<file path="src/rtl/sup_pkg.sv">
package sup_pkg;
  // Width needed to hold values 0..n inclusive.
  function automatic int cnt_w(input int n);
    return (n < 2) ? 1 : $clog2(n + 1);
  endfunction
endpackage

</file>
<file path="src/rtl/sync2.sv">
module sync2 #(
  parameter int              W       = 1,
  parameter logic [W-1:0]    RST_VAL = '0
) (
  input  logic         clk,
  input  logic         rst_n,
  input  logic [W-1:0] d_i,
  output logic [W-1:0] q_o
);
  logic [W-1:0] meta_q;
  logic [W-1:0] stab_q;

  always_ff @(posedge clk or negedge rst_n) begin
    if (!rst_n) begin
      meta_q <= RST_VAL;
      stab_q <= RST_VAL;
    end else begin
      meta_q <= d_i;
      stab_q <= meta_q;
    end
  end

  assign q_o = stab_q;
endmodule

</file>
<file path="src/rtl/kick_filt.sv">
module kick_filt #(
  parameter int FILT_LEN = 2
) (
  input  logic clk,
  input  logic rst_n,
  input  logic lvl_i,
  output logic edge_o
);
  import sup_pkg::*;
  localparam int FCW = cnt_w(FILT_LEN);

  logic [FCW-1:0] fcnt_q, fcnt_d;
  logic           lvl_q, lvl_d;
  logic           edge_q, edge_d;

  always_comb begin
    fcnt_d = fcnt_q;
    lvl_d  = lvl_q;
    edge_d = 1'b0;
    if (lvl_i == lvl_q) begin
      fcnt_d = '0;
    end else if (fcnt_q == FCW'(FILT_LEN - 1)) begin
      fcnt_d = '0;
      lvl_d  = lvl_i;
      edge_d = 1'b1;
    end else begin
      fcnt_d = fcnt_q + FCW'(1);
    end
  end

  always_ff @(posedge clk or negedge rst_n) begin
    if (!rst_n) begin
      fcnt_q <= '0;
      lvl_q  <= 1'b0;
      edge_q <= 1'b0;
    end else begin
      fcnt_q <= fcnt_d;
      lvl_q  <= lvl_d;
      edge_q <= edge_d;
    end
  end

  assign edge_o = edge_q;


  filt_range_chk: assert property (@(posedge clk) disable iff (!rst_n)
    fcnt_q < FCW'(FILT_LEN));

  edge_single_chk: assert property (@(posedge clk) disable iff (!rst_n)
    edge_q |=> !edge_q);
endmodule

</file>
<file path="src/rtl/wd_timer.sv">
module wd_timer #(
  parameter int WD_TICKS = 80_000_000
) (
  input  logic clk,
  input  logic rst_n,
  input  logic clr_i,
  input  logic dis_i,
  input  logic edge_i,
  output logic expire_o
);
  import sup_pkg::*;
  localparam int WCW = cnt_w(WD_TICKS);

  logic [WCW-1:0] cnt_q, cnt_d;
  logic           wrap;
  logic           hold_clr;

  assign hold_clr = clr_i | dis_i | edge_i;
  assign wrap     = (cnt_q == WCW'(WD_TICKS - 1));

  always_comb begin
    if (hold_clr || wrap) cnt_d = '0;
    else                  cnt_d = cnt_q + WCW'(1);
  end

  always_ff @(posedge clk or negedge rst_n) begin
    if (!rst_n) cnt_q <= '0;
    else        cnt_q <= cnt_d;
  end

  assign expire_o = wrap & ~hold_clr;


  wd_dis_chk: assert property (@(posedge clk) disable iff (!rst_n)
    dis_i |=> (cnt_q == '0));

  wd_rst_clr_chk: assert property (@(posedge clk) disable iff (!rst_n)
    clr_i |=> (cnt_q == '0));
endmodule

</file>
<file path="src/rtl/rst_stretch.sv">
module rst_stretch #(
  parameter int RST_TICKS = 10_000_000
) (
  input  logic clk,
  input  logic rst_n,
  input  logic hold_i,
  output logic act_o
);
  import sup_pkg::*;
  localparam int RCW = cnt_w(RST_TICKS);

  logic [RCW-1:0] cnt_q, cnt_d;
  logic           act_q, act_d;

  always_comb begin
    if (hold_i) begin
      cnt_d = RCW'(RST_TICKS);
      act_d = 1'b1;
    end else if (cnt_q > RCW'(1)) begin
      cnt_d = cnt_q - RCW'(1);
      act_d = 1'b1;
    end else begin
      cnt_d = '0;
      act_d = 1'b0;
    end
  end

  always_ff @(posedge clk or negedge rst_n) begin
    if (!rst_n) begin
      cnt_q <= RCW'(RST_TICKS);
      act_q <= 1'b1;
    end else begin
      cnt_q <= cnt_d;
      act_q <= act_d;
    end
  end

  assign act_o = act_q;


  stretch_hold_chk: assert property (@(posedge clk) disable iff (!rst_n)
    (act_q && !hold_i && cnt_q > RCW'(1)) |=> act_q);

  reload_chk: assert property (@(posedge clk) disable iff (!rst_n)
    hold_i |=> (cnt_q == RCW'(RST_TICKS)));
endmodule

</file>
<file path="src/rtl/rst_supervisor.sv">
module rst_supervisor #(
  parameter int RST_TICKS = 10_000_000,
  parameter int WD_TICKS  = 80_000_000,
  parameter int FILT_LEN  = 2
) (
  input  logic clk,
  input  logic rst_n,
  input  logic supply_ok_i,
  input  logic man_rst_n_i,
  input  logic wd_kick_i,
  input  logic wd_disable_i,
  output logic rst_n_o,
  output logic rst_o
);
  logic [1:0] sync_q;
  logic       man_s;
  logic       kick_s;
  logic       kick_edge;
  logic       wd_exp;
  logic       hold;
  logic       act;

  // bit 0: manual reset (idle high), bit 1: kick
  sync2 #(.W(2), .RST_VAL(2'b01)) u_sync (
    .clk   (clk),
    .rst_n (rst_n),
    .d_i   ({wd_kick_i, man_rst_n_i}),
    .q_o   (sync_q)
  );
  assign man_s  = sync_q[0];
  assign kick_s = sync_q[1];

  kick_filt #(.FILT_LEN(FILT_LEN)) u_filt (
    .clk    (clk),
    .rst_n  (rst_n),
    .lvl_i  (kick_s),
    .edge_o (kick_edge)
  );

  wd_timer #(.WD_TICKS(WD_TICKS)) u_wd (
    .clk      (clk),
    .rst_n    (rst_n),
    .clr_i    (act),
    .dis_i    (wd_disable_i),
    .edge_i   (kick_edge),
    .expire_o (wd_exp)
  );

  assign hold = ~supply_ok_i | ~man_s | wd_exp;

  rst_stretch #(.RST_TICKS(RST_TICKS)) u_stretch (
    .clk    (clk),
    .rst_n  (rst_n),
    .hold_i (hold),
    .act_o  (act)
  );

  assign rst_o   = act;
  assign rst_n_o = ~act;


  supply_hold_chk: assert property (@(posedge clk) disable iff (!rst_n)
    !supply_ok_i |=> rst_o);

  wd_fire_chk: assert property (@(posedge clk) disable iff (!rst_n)
    wd_exp |=> rst_o);

  man_hold_chk: assert property (@(posedge clk) disable iff (!rst_n)
    !man_s |=> rst_o);
endmodule

</file>
<file path="config.mk">
export PLATFORM = sky130hd
export DESIGN_NAME = rst_supervisor
export DESIGN_NICKNAME = d
export VERILOG_FILES = /design/src/rtl/sup_pkg.sv /design/src/rtl/sync2.sv /design/src/rtl/kick_filt.sv /design/src/rtl/wd_timer.sv /design/src/rtl/rst_stretch.sv /design/src/rtl/rst_supervisor.sv
export SDC_FILE = /design/constraint.sdc
export NUM_CORES = 1
export LEC_CHECK = 0
export CORE_MARGIN = 5
export CORE_UTILIZATION = 50
export DETAILED_ROUTE_END_ITERATION = 16
export PLACE_DENSITY = 0.69
export SLEW_MARGIN = 40
export SYNTH_ARGS = -nofsm -noshare
export SYNTH_HDL_FRONTEND = slang
export SYNTH_SLANG_ARGS = --single-unit
</file>
<file path="constraint.sdc">
create_clock -name clk -period 2.2 [get_ports clk]
set_input_delay 0.55 -clock clk [delete_from_list [all_inputs] [get_ports clk]]
set_output_delay 0.55 -clock clk [all_outputs]
set_load 0.01 [all_outputs]
</file>
==> metrics.log, run 1 <==
INFO  metric synthesis.instances = 271
INFO  metric grt-ovfl-total = 0
INFO  metric yosysSeqAreaShare = 54.3%
INFO  metric drcViolationCount = 0
INFO  metric numPortBuffers = 7
INFO  metric fin_ws = 0.216 ns
INFO  metric gr-usage-all-layers = 16.3%
INFO  metric irDropWorstVdd = 0.516 mV
INFO  metric synth_cell_type_count = 34
INFO  metric totalPowerFinal = 0.00256 W
INFO  metric finalMaxSlewViolations = 0
INFO  metric place.detailed.instances = 356
INFO  metric start_util = 51.0%
INFO  metric syn-cell-area = 2790 sq um
INFO  metric timing_worst_setup_path_type = flop to flop
INFO  metric clock_skew = between 0.005 and 0.006 ns
INFO  metric detailroute.via_count = 1934
INFO  metric fp.dieH = 84.7 um
INFO  metric max_fanout_on_critical_path = 5
INFO  metric maxSlewHeadroom = around three fifths
INFO  metric routedWlPerCell = 13.7 um
INFO  metric timing.critical_path.slowest_cell_delay = slightly below 0.6 ns
INFO  metric post_synth.cell_area_avg = 10.3 sq um
INFO  metric num-nets-final = between 300 and 400
INFO  metric fmaxAchievable = 0.504 GHz
INFO  metric core_region_area = 5470 sq um
INFO  metric ys_async_sr_fraction = 100%
INFO  metric finalSetupViolations = 0
INFO  metric finalWorstPathRequiredPeriod = 1.98 ns
INFO  metric rr_startpoint = u_stretch.cnt_q[2]$_DFF_PN0_
INFO  metric numCtsBuffers = 9
INFO  metric grt_pass1_wl = 9270 um
INFO  metric grt_antenna_before_repair = 0
INFO  metric number_of_h_tree_levels = 3
INFO  metric synth_largest_type_area_fraction = between 40% and 50%
INFO  metric number_of_sinks_handled_by_clock_tree_synthesis = 60
INFO  metric ys_dominant_reg_cell = dfrtp_1
INFO  metric detailedPlacementHpwl = 3500 um
INFO  metric detail-route-antenna-nets = 0
INFO  metric place_congestion = 0.839
INFO  metric static-leakage-power = 1.36 nW
INFO  metric worst_setup_hold_path_clk_slew = ~0.06 ns
INFO  metric synth_top_area_cell = dfrtp_1
INFO  metric number_of_enable_type_register_cells_in_the_synthesized_netlist = 0
INFO  metric core.rowCount = 27
INFO  metric max-cap-violations = 0
INFO  metric endpoint_kind = flop
INFO  metric drive_gt1_share = 16.4%
INFO  metric synth-warning-count = 0
INFO  metric design.portCount = 8
INFO  metric grt_max_degree = 27
INFO  metric synth.cells.most_frequent = nor2_1, dfrtp_1, xor2_1
INFO  metric timing.critical_path.slowest_stage_cell = or4_4
INFO  metric mappedNetlistNets = 280
INFO  metric area_enclosed_by_the_die_boundary = 7180 sq um
INFO  metric worst_slew_pin_slew = 0.594 ns
INFO  metric synth-seq-cells = 60
INFO  metric crit_path_start_kind = flop
INFO  metric diodes = 0
INFO  metric crit_path_cell_trace = or4_4 > nor4_4 > buf_4 > nand4b_1 > xor2_1 > o21ai_0
INFO  metric required = 2.45 ns
INFO  metric clk_root_buffer_cell = clkbuf_8
INFO  metric drt-pass1-iter-count = 5
INFO  metric instances_no_fill = 376
INFO  metric timing.setup.tns = 0 ns
INFO  metric syn_to_final_growth = 19.0%
INFO  metric timing.critical_path.from = u_stretch.cnt_q[2]$_DFF_PN0_
INFO  metric rsz0062_at_grt = no
INFO  metric viasPerCell = 5.14
INFO  metric timing.reg2reg.setup_slack = about 0.22 ns
INFO  metric max-clock-path-buffers = 2
INFO  metric drt_wl_total = ~5000 um
INFO  metric outcome = finished, final reports clean
INFO  metric synth_most_common_cell = nor2_1
INFO  metric tritoncts = yes
INFO  metric min_path_type = input port to async pin
INFO  metric worst_skew_pair.late_latency = 0.33 ns
INFO  metric crit_arrival = 2.23 ns
INFO  metric placement_stage_worst_setup_slack = -0.00971 ns
INFO  metric final_min_period_over_clock_period = 90.2%
INFO  metric die-width = about 85 um
INFO  metric power-per-cell-area = 771 nW/um^2
INFO  metric first_global_vias = 2016
INFO  metric fin_hold_ws = 0.216 ns
INFO  metric first_iter_violations = 48
INFO  metric final-hold-violation-count = 0
INFO  metric synth.top_cells.by_area = dfrtp_1, dfstp_2, xor2_1
## cells by family (layout without fill, tap and decap cells)
kind of cell | count (synthesis) | after routing | share of synthesized area [%]
compound gates | 14 | 14 | 2.87
fa+ha+maj | 3 | 3 | 1.34
buf+inv | 11 | 44 | 2.15
xor+xnor | 43 | 43 | 13.5
mux | 1 | 1 | 0.403
flops | 60 | 60 | 54.3
simple gates | 139 | 139 | 25.5
## final timing paths
check	endpoint	depth (start not counted)
min in group clk	u_sync.q_o[1]$_DFF_PN0_	0
setup reg to reg	u_stretch.cnt_q[19]$_DFF_PN1_	6
setup / recovery	u_stretch.cnt_q[19]$_DFF_PN1_	6
max in group asynchronous	u_stretch.cnt_q[19]$_DFF_PN1_	2
hold reg to reg	u_sync.q_o[1]$_DFF_PN0_	0
hold / removal	u_wd.cnt_q[5]$_DFF_PN0_	1
## stage by stage
stage	cell area (sq um)	util, %
floorplan	2790	-
finish	3320	60.7
detailed placement	3030	55.4
CTS	3310	60.6
global route	3320	60.7
global placement	3030	55.4
## worst max-delay path: cells and delay by family (launching register included)
kind | cells | cell delay, ns
simple gates | 3 | 0.93
flops | 1 | 0.44
buf+inv | 1 | 0.18
compound gates | 1 | 0.18
xor+xnor | 1 | 0.16
## metal layers
layer | wire length [um] | GRT usage (%) | up-vias
met2 | 2530 | 27.3 | 19
met5 | 0 | 0 | -
met4 | 83 | 6.04 | 0
met3 | 176 | 5.99 | 9
met1 | 2360 | 19.3 | 930
li1 | - | - | 976
## layout make-up
| class | count | area [sq um] |
|---|---|---|
| multi-input combinational | 200 | 1230 |
| clock inverter | 4 | 95.1 |
| inverter | 5 | 18.8 |
| clock buffer | 12 | 155 |
| sequential | 60 | 1520 |
| tap | 72 | 90.1 |
| timing repair buffer | 23 | 223 |
| fill | 482 | 2150 |
## cell usage in the layout, fill, tap and decap left out, types with 2 or more instances in the layout
cell type	synthesis	final
nand3b_1	2	2
nand3_1	16	16
nand4_1	9	9
buf_4	1	13
nand2_1	18	18
and2_1	2	2
clkbuf_8	0	11
nor3_1	7	7
nor2_1	55	55
inv_1	5	5
nor2b_1	3	3
and3_1	5	5
nand2b_1	2	2
dfstp_2	11	11
buf_12	0	3
or4_1	3	2
nand4b_1	3	3
bufinv_16	0	3
nor4_4	2	2
clkdlybuf4s50_1	0	6
a21oi_1	3	3
or4_4	1	2
nor4_1	6	6
ha_1	3	3
xor2_1	24	24
xnor2_1	19	19
o21ai_0	8	8
dfrtp_1	49	49
## power by group
part,leakage [nW],switching [W],internal (W)
clock network,0.127,0.000400,0.000813
registers,0.787,0.0000284,0.00115
logic,0.450,0.0000903,0.0000840
## sequential cells by signal, indices dropped and copies added (netlist names)
name / count
u_filt.lvl_q: 1
u_filt.edge_o: 1
u_filt.fcnt_q: 2
u_stretch.cnt_q: 24
u_sync.q_o: 2
u_stretch.act_o: 1
u_wd.cnt_q: 27
u_sync.meta_q: 2
## what timing repair did
item,4_1_cts,5_1_grt
setup endpoints to repair,1,3
gates resized for setup,0,2
pin swaps,1,0
hold buffers,0,0
buffers inserted,4,0
(Power assumes the default switching activity.)
==> run 2: changes to the inputs <==
- CTS_BUF_LIST: unset -> sky130_fd_sc_hd__clkbuf_8
==> metrics.log, run 2 (same netlist as run 1, synthesis figures left out) <==
INFO  metric viasPerCell = 5.14
INFO  metric final-hold-violation-count = 0
INFO  metric fmaxAchievable = just over 0.5 GHz
INFO  metric fp.dieH = 84.7 um
INFO  metric internal-power = approximately 0.0020 W
INFO  metric timing.critical_path.slowest_stage_cell = or4_4
INFO  metric holdBufCountCts = 0
INFO  metric numPortBuffers = 7
INFO  metric clock_skew = 0.00530 ns
INFO  metric final_min_period_over_clock_period = ~90%
INFO  metric final_area = 3320 sq um
INFO  metric grt_antenna_before_repair = 0
INFO  metric syn_to_final_growth = 19.0%
INFO  metric number_of_sinks_handled_by_clock_tree_synthesis = 60
INFO  metric clk_root_buffer_cell = clkbuf_8
INFO  metric maxSlewHeadroom = 60.4%
INFO  metric die-width = 84.7 um
INFO  metric switching_power = 0.000518 W
INFO  metric largest_reg_flops = 27
INFO  metric max-clock-path-buffers = 2
INFO  metric worst_slew_pin_slew = between 0.5 and 0.6 ns
INFO  metric worst_setup_hold_path_clk_slew = 0.06 ns
INFO  metric design.portCount = 8
INFO  metric grt-ovfl-total = 0
INFO  metric timing_worst_setup_path_type = flop to flop
INFO  metric diodes = 0
INFO  metric timing.setup.tns = 0 ns
INFO  metric core_region_area = around 5500 sq um
INFO  metric required = 2.45 ns
INFO  metric tritoncts = yes
INFO  metric registers.top_by_ff_count = u_wd.cnt_q
INFO  metric grt_pass1_wl = just over 9000 um
INFO  metric crit_path_cell_trace = or4_4 > nor4_4 > buf_4 > nand4b_1 > xor2_1 > o21ai_0
INFO  metric area_enclosed_by_the_die_boundary = 7180 sq um
INFO  metric timing.critical_path.slowest_cell_delay = 0.58 ns
INFO  metric endpoint_kind = flop
INFO  metric worst_skew_pair.late_latency = 0.33 ns
INFO  metric routedWlPerCell = roughly 14 um
INFO  metric num-nets-final = between 300 and 400
INFO  metric start_util = 51.0%
INFO  metric dpl-instance-area = a little over 3000 sq um
INFO  metric numCtsBuffers = 9
INFO  metric detail-route-antenna-nets = 0
INFO  metric rsz0062_at_grt = no
INFO  metric static-leakage-power = 1.37 nW
INFO  metric irDropWorstVdd = 0.516 mV
INFO  metric first_iter_violations = 48
INFO  metric clock_power_share = 47.2%
INFO  metric gr-usage-all-layers = 16.3%
INFO  metric place_congestion = 0.839
INFO  metric final_cell_mix = nor2_1, dfrtp_1, xor2_1
INFO  metric pwr-share-seq = 46.0%
INFO  metric grt_max_degree = 27
INFO  metric min_path_type = input port to async pin
INFO  metric max-cap-violations = 0
INFO  metric drt_wl_total = 5150 um
INFO  metric max_fanout_on_critical_path = 5
INFO  metric first_global_vias = ~2000
INFO  metric number_of_h_tree_levels = 3
INFO  metric largest_registers = u_wd.cnt_q (27), u_stretch.cnt_q (24)
INFO  metric detailedPlacementHpwl = 3500 um
INFO  metric drt-pass1-iter-count = 5
INFO  metric totalPowerFinal = roughly 0.0026 W
INFO  metric nFillCells = 482
INFO  metric fin_hold_ws = about 0.22 ns
INFO  metric comb_power_share = 6.8%
INFO  metric finalSetupViolations = 0
INFO  metric crit_arrival = roughly 2.2 ns
INFO  metric sw_frac_of_total = 20.3%
INFO  metric finalMaxSlewViolations = 0
INFO  metric crit_path_start_kind = flop
INFO  metric core.rowCount = 27
INFO  metric finalWorstPathRequiredPeriod = 1.98 ns
INFO  metric power-per-cell-area = 770 nW/um^2
INFO  metric outcome = finished, final reports clean
INFO  metric drcViolationCount = 0
INFO  metric detailroute.via_count = 1934
INFO  metric drive_gt1_share = between 15 and 20%
INFO  metric mostFrequentLayoutCell = nor2_1
## run 2: changes by cell type in the layout (fill, tap and decap cells not counted), sizes merged
cell,before,now
clkbuf,12,11
inv,5,6
## run 2: path summary, 6_finish.rpt
| path | start | to | slack [ns] | depth (start not counted) |
|---|---|---|---|---|
| worst max-delay path | u_stretch.cnt_q[2]$_DFF_PN0_ | u_stretch.cnt_q[19]$_DFF_PN1_ | 0.22 | 6 |
| worst min-delay path | rst_n | u_wd.cnt_q[5]$_DFF_PN0_ | 0.22 | 1 |
| worst max register to register | u_stretch.cnt_q[2]$_DFF_PN0_ | u_stretch.cnt_q[19]$_DFF_PN1_ | 0.22 | 6 |
| worst min register to register | u_sync.meta_q[1]$_DFF_PN0_ | u_sync.q_o[1]$_DFF_PN0_ | 0.35 | 0 |
| max in group asynchronous | rst_n | u_stretch.cnt_q[19]$_DFF_PN1_ | 1.37 | 2 |
| min in group clk | u_sync.meta_q[1]$_DFF_PN0_ | u_sync.q_o[1]$_DFF_PN0_ | 0.35 | 0 |
## run 2: power groups by stage
stage | registers, W | logic [W] | clock network (W)
CTS | 0.00118 | 0.000174 | 0.00125
detailed placement | 0.00120 | 0.000169 | 0
floorplan | 0.00119 | 0.000108 | 0
finish | 0.00118 | 0.000174 | 0.00121
global placement | 0.00119 | 0.000164 | 0
global route | 0.00118 | 0.000201 | 0.00130
## run 2: routing by layer
metal	vias to the layer above	global-route usage [%]	routed length [um]
met4	0	6.04	83
met3	9	5.99	176
met2	19	27.3	2530
met5	-	0	0
li1	976	-	-
met1	930	19.3	2360
## run 2: area by class of cell
class	count	area, sq um	area share, %
Clock inverter	5	98.8	2.97
Multi-Input combinational cell	200	1230	36.9
Timing Repair Buffer	23	223	6.70
Clock buffer	11	151	4.56
Inverter	5	18.8	0.565
Tap cell	72	90.1	2.71
Sequential cell	60	1520	45.6
## run 2: worst max-delay path: cells and delay by family, from the launching register on
family                 cells  cell delay, ns
AND/OR/NAND/NOR            3            0.93
flip-flops                 1            0.44
buffers and inverters      1            0.18
AO/OA/AOI/OAI              1            0.18
XOR/XNOR                   1            0.16
## run 2: repair_timing
action	in CTS	in global routing
pin swaps	1	0
setup endpoints to repair	1	3
gates resized for setup	0	2
setup buffers	4	0
## run 2: per-stage QoR
| stage | util, % | std cells | worst slack, ns |
|---|---|---|---|
| 2_1_floorplan | - | 271 | 0.190 |
| 3_3_place_gp | 55.4 | 356 | 0.0783 |
| 3_5_place_dp | 55.4 | 356 | -0.00971 |
| 4_1_cts | 60.6 | 376 | 0.143 |
| 5_1_grt | 60.7 | 376 | 0.0670 |
| 6_report | 60.7 | 376 | 0.216 |
